$ cat config.mk
export PLATFORM = sky130hd
export DESIGN_NAME = xbar_clkgen_bank
export DESIGN_NICKNAME = d
export VERILOG_FILES = /design/src/rtl/xcg_pkg.sv /design/src/rtl/xcg_regs.sv /design/src/rtl/xcg_divstage.sv /design/src/rtl/xcg_chan.sv /design/src/rtl/xbar_clkgen_bank.sv
export SDC_FILE = /design/constraint.sdc
export NUM_CORES = 1
export LEC_CHECK = 0
export CORE_AREA = 4 4 166 184
export CTS_BUF_LIST = sky130_fd_sc_hd__clkbuf_8
export CTS_CLUSTER_SIZE = 14
export DETAILED_ROUTE_END_ITERATION = 6
export DIE_AREA = 0 0 170 188
export PLACE_DENSITY = 0.67
export SLEW_MARGIN = 30
export SYNTH_ARGS = -nofsm -noshare
export SYNTH_HDL_FRONTEND = slang
export SYNTH_SLANG_ARGS = --single-unit
$ cat constraint.sdc
create_clock -name clk -period 3.3 [get_ports clk]
set_clock_uncertainty 0.05 [all_clocks]
set_input_delay 0.825 -clock clk [delete_from_list [all_inputs] [get_ports clk]]
set_output_delay 0.825 -clock clk [all_outputs]
set_load 0.02 [all_outputs]
$ cat src/rtl/xcg_pkg.sv
package xcg_pkg;
    localparam int SEL_W     = 6;
    localparam int PRE_W     = 10;
    localparam int FIN_W     = 6;
    localparam int XBAR_BASE = 'h18;
    localparam int PRE_BASE  = 'h58;
    localparam int FIN_BASE  = 'h164;

    typedef struct packed {
        logic             sync;
        logic [FIN_W-1:0] fin_div;
        logic             fin_gate;
        logic [PRE_W-1:0] pre_div;
        logic             pre_gate;
        logic [SEL_W-1:0] sel;
    } chan_cfg_t;
endpackage

$ cat src/rtl/xcg_regs.sv
module xcg_regs
    import xcg_pkg::*;
#(
    parameter int NCH    = 4,
    parameter int ADDR_W = 10
) (
    input  logic                  clk,
    input  logic                  rst_n,
    input  logic                  wr_en,
    input  logic                  rd_en,
    input  logic [ADDR_W-1:0]     addr,
    input  logic [31:0]           wdata,
    output logic [31:0]           rdata,
    output chan_cfg_t [NCH-1:0]   cfg,
    output logic [NCH-1:0]        pre_ld,
    output logic [NCH-1:0]        fin_ld
);
    typedef struct packed {
        chan_cfg_t [NCH-1:0] cfg;
        logic [31:0]         rdata;
    } regs_t;

    regs_t st_d, st_q;

    always_comb begin
        st_d       = st_q;
        st_d.rdata = '0;
        pre_ld     = '0;
        fin_ld     = '0;
        for (int i = 0; i < NCH; i++) begin
            // crossbar lane: four channels share one word
            if (wr_en && addr == ADDR_W'(XBAR_BASE + 4 * (i / 4))) begin
                st_d.cfg[i].sel      = wdata[8 * (i % 4) +: SEL_W];
                st_d.cfg[i].pre_gate = wdata[8 * (i % 4) + 6];
            end
            if (wr_en && addr == ADDR_W'(PRE_BASE + 4 * i)) begin
                st_d.cfg[i].pre_div = wdata[PRE_W-1:0];
                pre_ld[i]           = 1'b1;
            end
            if (wr_en && addr == ADDR_W'(FIN_BASE + 4 * i)) begin
                st_d.cfg[i].fin_div  = wdata[FIN_W-1:0];
                st_d.cfg[i].fin_gate = wdata[6];
                st_d.cfg[i].sync     = wdata[7];
                fin_ld[i]            = 1'b1;
            end
            if (rd_en && addr == ADDR_W'(XBAR_BASE + 4 * (i / 4))) begin
                st_d.rdata[8 * (i % 4) +: 8] =
                    {1'b0, st_q.cfg[i].pre_gate, st_q.cfg[i].sel};
            end
            if (rd_en && addr == ADDR_W'(PRE_BASE + 4 * i)) begin
                st_d.rdata = {{(32 - PRE_W){1'b0}}, st_q.cfg[i].pre_div};
            end
            if (rd_en && addr == ADDR_W'(FIN_BASE + 4 * i)) begin
                st_d.rdata = {24'b0, st_q.cfg[i].sync, st_q.cfg[i].fin_gate,
                              st_q.cfg[i].fin_div};
            end
        end
    end

    always_ff @(posedge clk) begin
        if (!rst_n) st_q <= '0;
        else        st_q <= st_d;
    end

    assign rdata = st_q.rdata;
    assign cfg   = st_q.cfg;
endmodule

$ cat src/rtl/xcg_divstage.sv
module xcg_divstage #(
    parameter int W = 6
) (
    input  logic         clk,
    input  logic         rst_n,
    input  logic         in_stb,
    input  logic         gate,
    input  logic [W-1:0] div,
    input  logic         reload,
    output logic         out_stb
);
    typedef struct packed {
        logic [W-1:0] cnt;
        logic         out;
    } div_t;

    div_t st_d, st_q;

    always_comb begin
        st_d     = st_q;
        st_d.out = 1'b0;
        if (reload) begin
            st_d.cnt = '0;
        end else if (gate && in_stb) begin
            if (st_q.cnt >= div) begin
                st_d.cnt = '0;
                st_d.out = 1'b1;
            end else begin
                st_d.cnt = st_q.cnt + 1'b1;
            end
        end
    end

    always_ff @(posedge clk) begin
        if (!rst_n) st_q <= '0;
        else        st_q <= st_d;
    end

    assign out_stb = st_q.out;
endmodule

$ cat src/rtl/xcg_chan.sv
module xcg_chan
    import xcg_pkg::*;
#(
    parameter int NSRC = 8
) (
    input  logic            clk,
    input  logic            rst_n,
    input  logic [NSRC-1:0] src_stb,
    input  chan_cfg_t       cfg,
    input  logic            pre_ld,
    input  logic            fin_ld,
    output logic            mid_stb,
    output logic            out_stb
);
    logic picked;

    always_comb begin
        picked = 1'b0;
        for (int s = 0; s < NSRC; s++) begin
            if (cfg.sel == SEL_W'(s)) picked = src_stb[s];
        end
    end

    xcg_divstage #(.W(PRE_W)) u_pre (
        .clk     (clk),
        .rst_n   (rst_n),
        .in_stb  (picked),
        .gate    (cfg.pre_gate),
        .div     (cfg.pre_div),
        .reload  (pre_ld),
        .out_stb (mid_stb)
    );

    xcg_divstage #(.W(FIN_W)) u_fin (
        .clk     (clk),
        .rst_n   (rst_n),
        .in_stb  (mid_stb),
        .gate    (cfg.fin_gate),
        .div     (cfg.fin_div),
        .reload  (fin_ld),
        .out_stb (out_stb)
    );
endmodule

$ cat src/rtl/xbar_clkgen_bank.sv
module xbar_clkgen_bank
    import xcg_pkg::*;
#(
    parameter int NCH    = 4,
    parameter int NSRC   = 8,
    parameter int ADDR_W = 10
) (
    input  logic              clk,
    input  logic              rst_n,
    input  logic              wr_en,
    input  logic              rd_en,
    input  logic [ADDR_W-1:0] addr,
    input  logic [31:0]       wdata,
    output logic [31:0]       rdata,
    input  logic [NSRC-1:0]   src_stb,
    output logic [NCH-1:0]    ch_out
);
    chan_cfg_t [NCH-1:0] cfg;
    logic [NCH-1:0]      pre_ld;
    logic [NCH-1:0]      fin_ld;
    logic [NCH-1:0]      mid_stb;

    xcg_regs #(.NCH(NCH), .ADDR_W(ADDR_W)) u_regs (
        .clk    (clk),
        .rst_n  (rst_n),
        .wr_en  (wr_en),
        .rd_en  (rd_en),
        .addr   (addr),
        .wdata  (wdata),
        .rdata  (rdata),
        .cfg    (cfg),
        .pre_ld (pre_ld),
        .fin_ld (fin_ld)
    );

    for (genvar i = 0; i < NCH; i++) begin : g_ch
        xcg_chan #(.NSRC(NSRC)) u_chan (
            .clk     (clk),
            .rst_n   (rst_n),
            .src_stb (src_stb),
            .cfg     (cfg[i]),
            .pre_ld  (pre_ld[i]),
            .fin_ld  (fin_ld[i]),
            .mid_stb (mid_stb[i]),
            .out_stb (ch_out[i])
        );
    end
endmodule

==> results.json <==
{
  "status": "finished, final reports clean",
  "p_int_mw": 3.670,
  "slew_headroom": 0.4704,
  "cp.required_ns": 3.64,
  "synth_edf_count": 0,
  "finalCritPeriodShare": 0.8290,
  "crit_path_end_kind": "flip-flop",
  "placed_cell_area_mm2": 0.01221,
  "clk_latency_ns": 0.52,
  "power.leakage_nw": 4.596,
  "core_mm2": 0.02855,
  "groute.usage.overall": 0.1778,
  "syn_area_mm2": 0.01079,
  "rows": 65,
  "syn_inst": 1202,
  "io_buffers": 83,
  "drc": 0,
  "start_kind": "input pin",
  "fp.dieW_um": 170,
  "grt_pass1_wl_um": 46290,
  "routed_via_density": 5.239,
  "drive_gt1_frac": 0.09789,
  "vias": 8885,
  "ctsResizeCount": 0,
  "cts_tree": "built",
  "p_comb_frac": 0.051,
  "antenna_found_initial": 0,
  "h-tree-depth": 2,
  "area_growth_pct": 19.24,
  "clkPwrFrac": 0.447,
  "die_h_um": 188,
  "netSwitchingFraction": 0.2403,
  "rsz0062_at_grt": "false",
  "ant_nets": 0,
  "crit_path_top_delay_cell": "clkdlybuf4s50_1",
  "worst_ep_arrival_time_ns": 3.08,
  "drv_cap": 0,
  "drt-pass1-iter-count": 5,
  "grt_pass1_vias": 8694,
  "crit_type": "in -> reg",
  "fillers": 2713,
  "wl_um": 28910,
  "async_reset_ff_frac": 0,
  "yosysSeqAreaShare": 0.3728,
  "cp_max_fo": 8,
  "avgRoutedWirePerCell_um": 17.05,
  "ys_dominant_reg_cell": "dfxtp_1",
  "dp_hpwl_um": 21250,
  "post_cts_buffers": 0,
  "avgSynthCellArea_um2": 8.980,
  "cts_hold_buf": 0,
  "drv_slew": 0,
  "timing.hold.ws_ns": 0.4196,
  "power_density_mw_per_mm2": 375.4,
  "tightest_slew_ns": 0.7919,
  "root_buffer": "clkbuf_8",
  "crit_family": "simple AND/OR/NAND/NOR gates",
  "crit_chain": "clkdlybuf4s50_1, nor4bb_1, and4_1, o2bb2ai_1, o21ai_0, a31oi_1",
  "start_util": 0.3781,
  "fmax_mhz": 365.5,
  "yosysWarnings": 0,
  "drt_iter0_drc": 545,
  "regToRegSetupSlack_ns": 0.98,
  "die_area_mm2": 0.03196,
  "io_pins": 90,
  "final.min_clock_period_ns": 2.736,
  "cp_num_buf_inv": 1,
  "hold_violations": 0,
  "nets": 1430,
  "synth.distinct_cells": 69,
  "cts_buffer_depth": 3,
  "total_power_mw": 4.832,
  "cp_slowest_stage_delay_ns": 0.67,
  "finalSetupTns_ns": 0,
  "switchingPower_mw": 1.161,
  "setup_viol": 0,
  "fin_area_mm2": 0.01287,
  "clkTransAtPathRegs_ns": 0.06,
  "gp_congestion": 0.8772,
  "grt_max_degree": 77,
  "finish.utilization": 0.4509,
  "grt_overflow": 0,
  "hold_class": "reg -> reg",
  "ys_ff_latch": 201,
  "insertedDiodeCount": 0,
  "seqPwrFrac": 0.502,
  "clock_sinks": 201,
  "vdd_drop_max_uv": 219.4,
  "cts_made_buffers": 35
}
-- tightest hold or removal path, delay by kind of cell (launching register included) --
| family | cells | cell delay [ns] |
|---|---|---|
| simple gates | 1 | 0.05 |
| compound gates | 1 | 0.06 |
| flops | 1 | 0.31 |
-- through the flow --
step | worst slack (ns) | std cells
3_5_place_dp | 0.05395 | 1635
2_1_floorplan | 0.6935 | 1204
3_3_place_gp | 0.07362 | 1635
5_1_grt | 0.3846 | 1696
4_1_cts | 0.6009 | 1696
6_report | 0.5643 | 1696
-- cell usage after synthesis, drive strengths merged, types with 5 or more instances --
cell	count	area (um^2)
dfxtp	201	4024
nor4	28	209.0
xor2	17	148.9
o311ai	5	86.34
or4	8	60.06
ha	72	900.9
nor2	61	229.0
clkbuf	36	135.1
o22ai	9	56.30
and2	27	168.9
o2bb2ai	6	52.55
nor3	26	130.1
inv	72	270.3
nor4b	10	87.58
o21a	6	45.04
nand2b	17	106.4
o21ai	37	185.2
a21o	10	75.07
o31ai	11	96.34
xnor2	26	227.7
a21boi	28	210.2
a221oi	6	52.55
or3	9	56.30
and3	13	81.33
buf	34	206.5
a211oi	5	37.54
nand3	21	110.1
nor2b	81	509.2
mux2	9	101.4
nand2	95	359.1
and4	7	61.31
a21oi	44	220.2
mux2i	85	850.8
o211ai	7	52.55
nand4	27	168.9
-- per-layer routing --
metal	global-route usage	vias up	wire [um]
li1	-	4452	-
met1	0.2259	4128	12530
met2	0.3014	245	13890
met3	0.03099	60	1563
met4	0.06452	0	931
met5	0	-	0
-- power by group through the flow --
stage	Combinational (mW)	Clock, mW	Sequential, mW
after global routing	0.259	2.34	2.43
after global placement	0.241	0	2.48
after detailed placement	0.242	0	2.48
after CTS	0.243	2.22	2.43
after floorplan	0.116	0	2.48
final	0.244	2.16	2.43
-- flip-flops by register name (all words and copies together) (netlist names) --
| name | flops |
|---|---|
| g_ch.u_chan.u_fin.out_stb | 4 |
| g_ch.u_chan.u_fin.st_q | 24 |
| g_ch.u_chan.u_pre.out_stb | 4 |
| g_ch.u_chan.u_pre.st_q | 40 |
| u_regs.cfg | 100 |
| u_regs.rdata | 29 |
-- placed cells by master, fill, tap and decap left out, types with 28 or more instances in the layout --
master / count
a21boi_0: 28
a21oi_1: 44
buf_4: 44
clkbuf_8: 41
clkdlybuf4s50_1: 81
dfxtp_1: 201
ha_1: 72
inv_1: 83
mux2i_1: 85
nand2_1: 94
nor2_1: 61
nor2b_1: 80
o21ai_0: 37
-- logic make-up (layout without fill, tap and decap cells) --
logic type,after synthesis,count (layout),share of synthesized area
adders and majority gates,72,72,0.08346
AOI/OAI and AO/OA,196,196,0.1263
DFF,201,201,0.3728
and+or+nand+nor,452,452,0.2348
other,1,3,0.0003474
muxes,95,95,0.09065
xor gates and xnor gates,43,43,0.03489
buffers and inverters,142,266,0.05668
-- area by class of cell --
cell class	instances	area (um^2)	area share
Timing Repair Buffer	133	1286	0.09993
Sequential cell	201	4024	0.3126
Inverter	72	270.3	0.02100
Multi-Input combinational cell	861	6172	0.4795
Tap cell	368	460.4	0.03577
Clock inverter	20	93.84	0.007291
Clock buffer	41	564.3	0.04384
-- final timing paths --
| check | startpoint | to | cells past startpoint |
|---|---|---|---|
| setup / recovery | addr[8] | u_regs.rdata[5] | 6 |
| hold / removal | u_regs.cfg[81] | u_regs.cfg[81] | 2 |
| hold reg to reg | u_regs.cfg[81] | u_regs.cfg[81] | 2 |
| setup reg to reg | u_regs.cfg[26] | g_ch[1].u_chan.u_pre.out_stb | 4 |
Power figures use the tool's default switching activity.
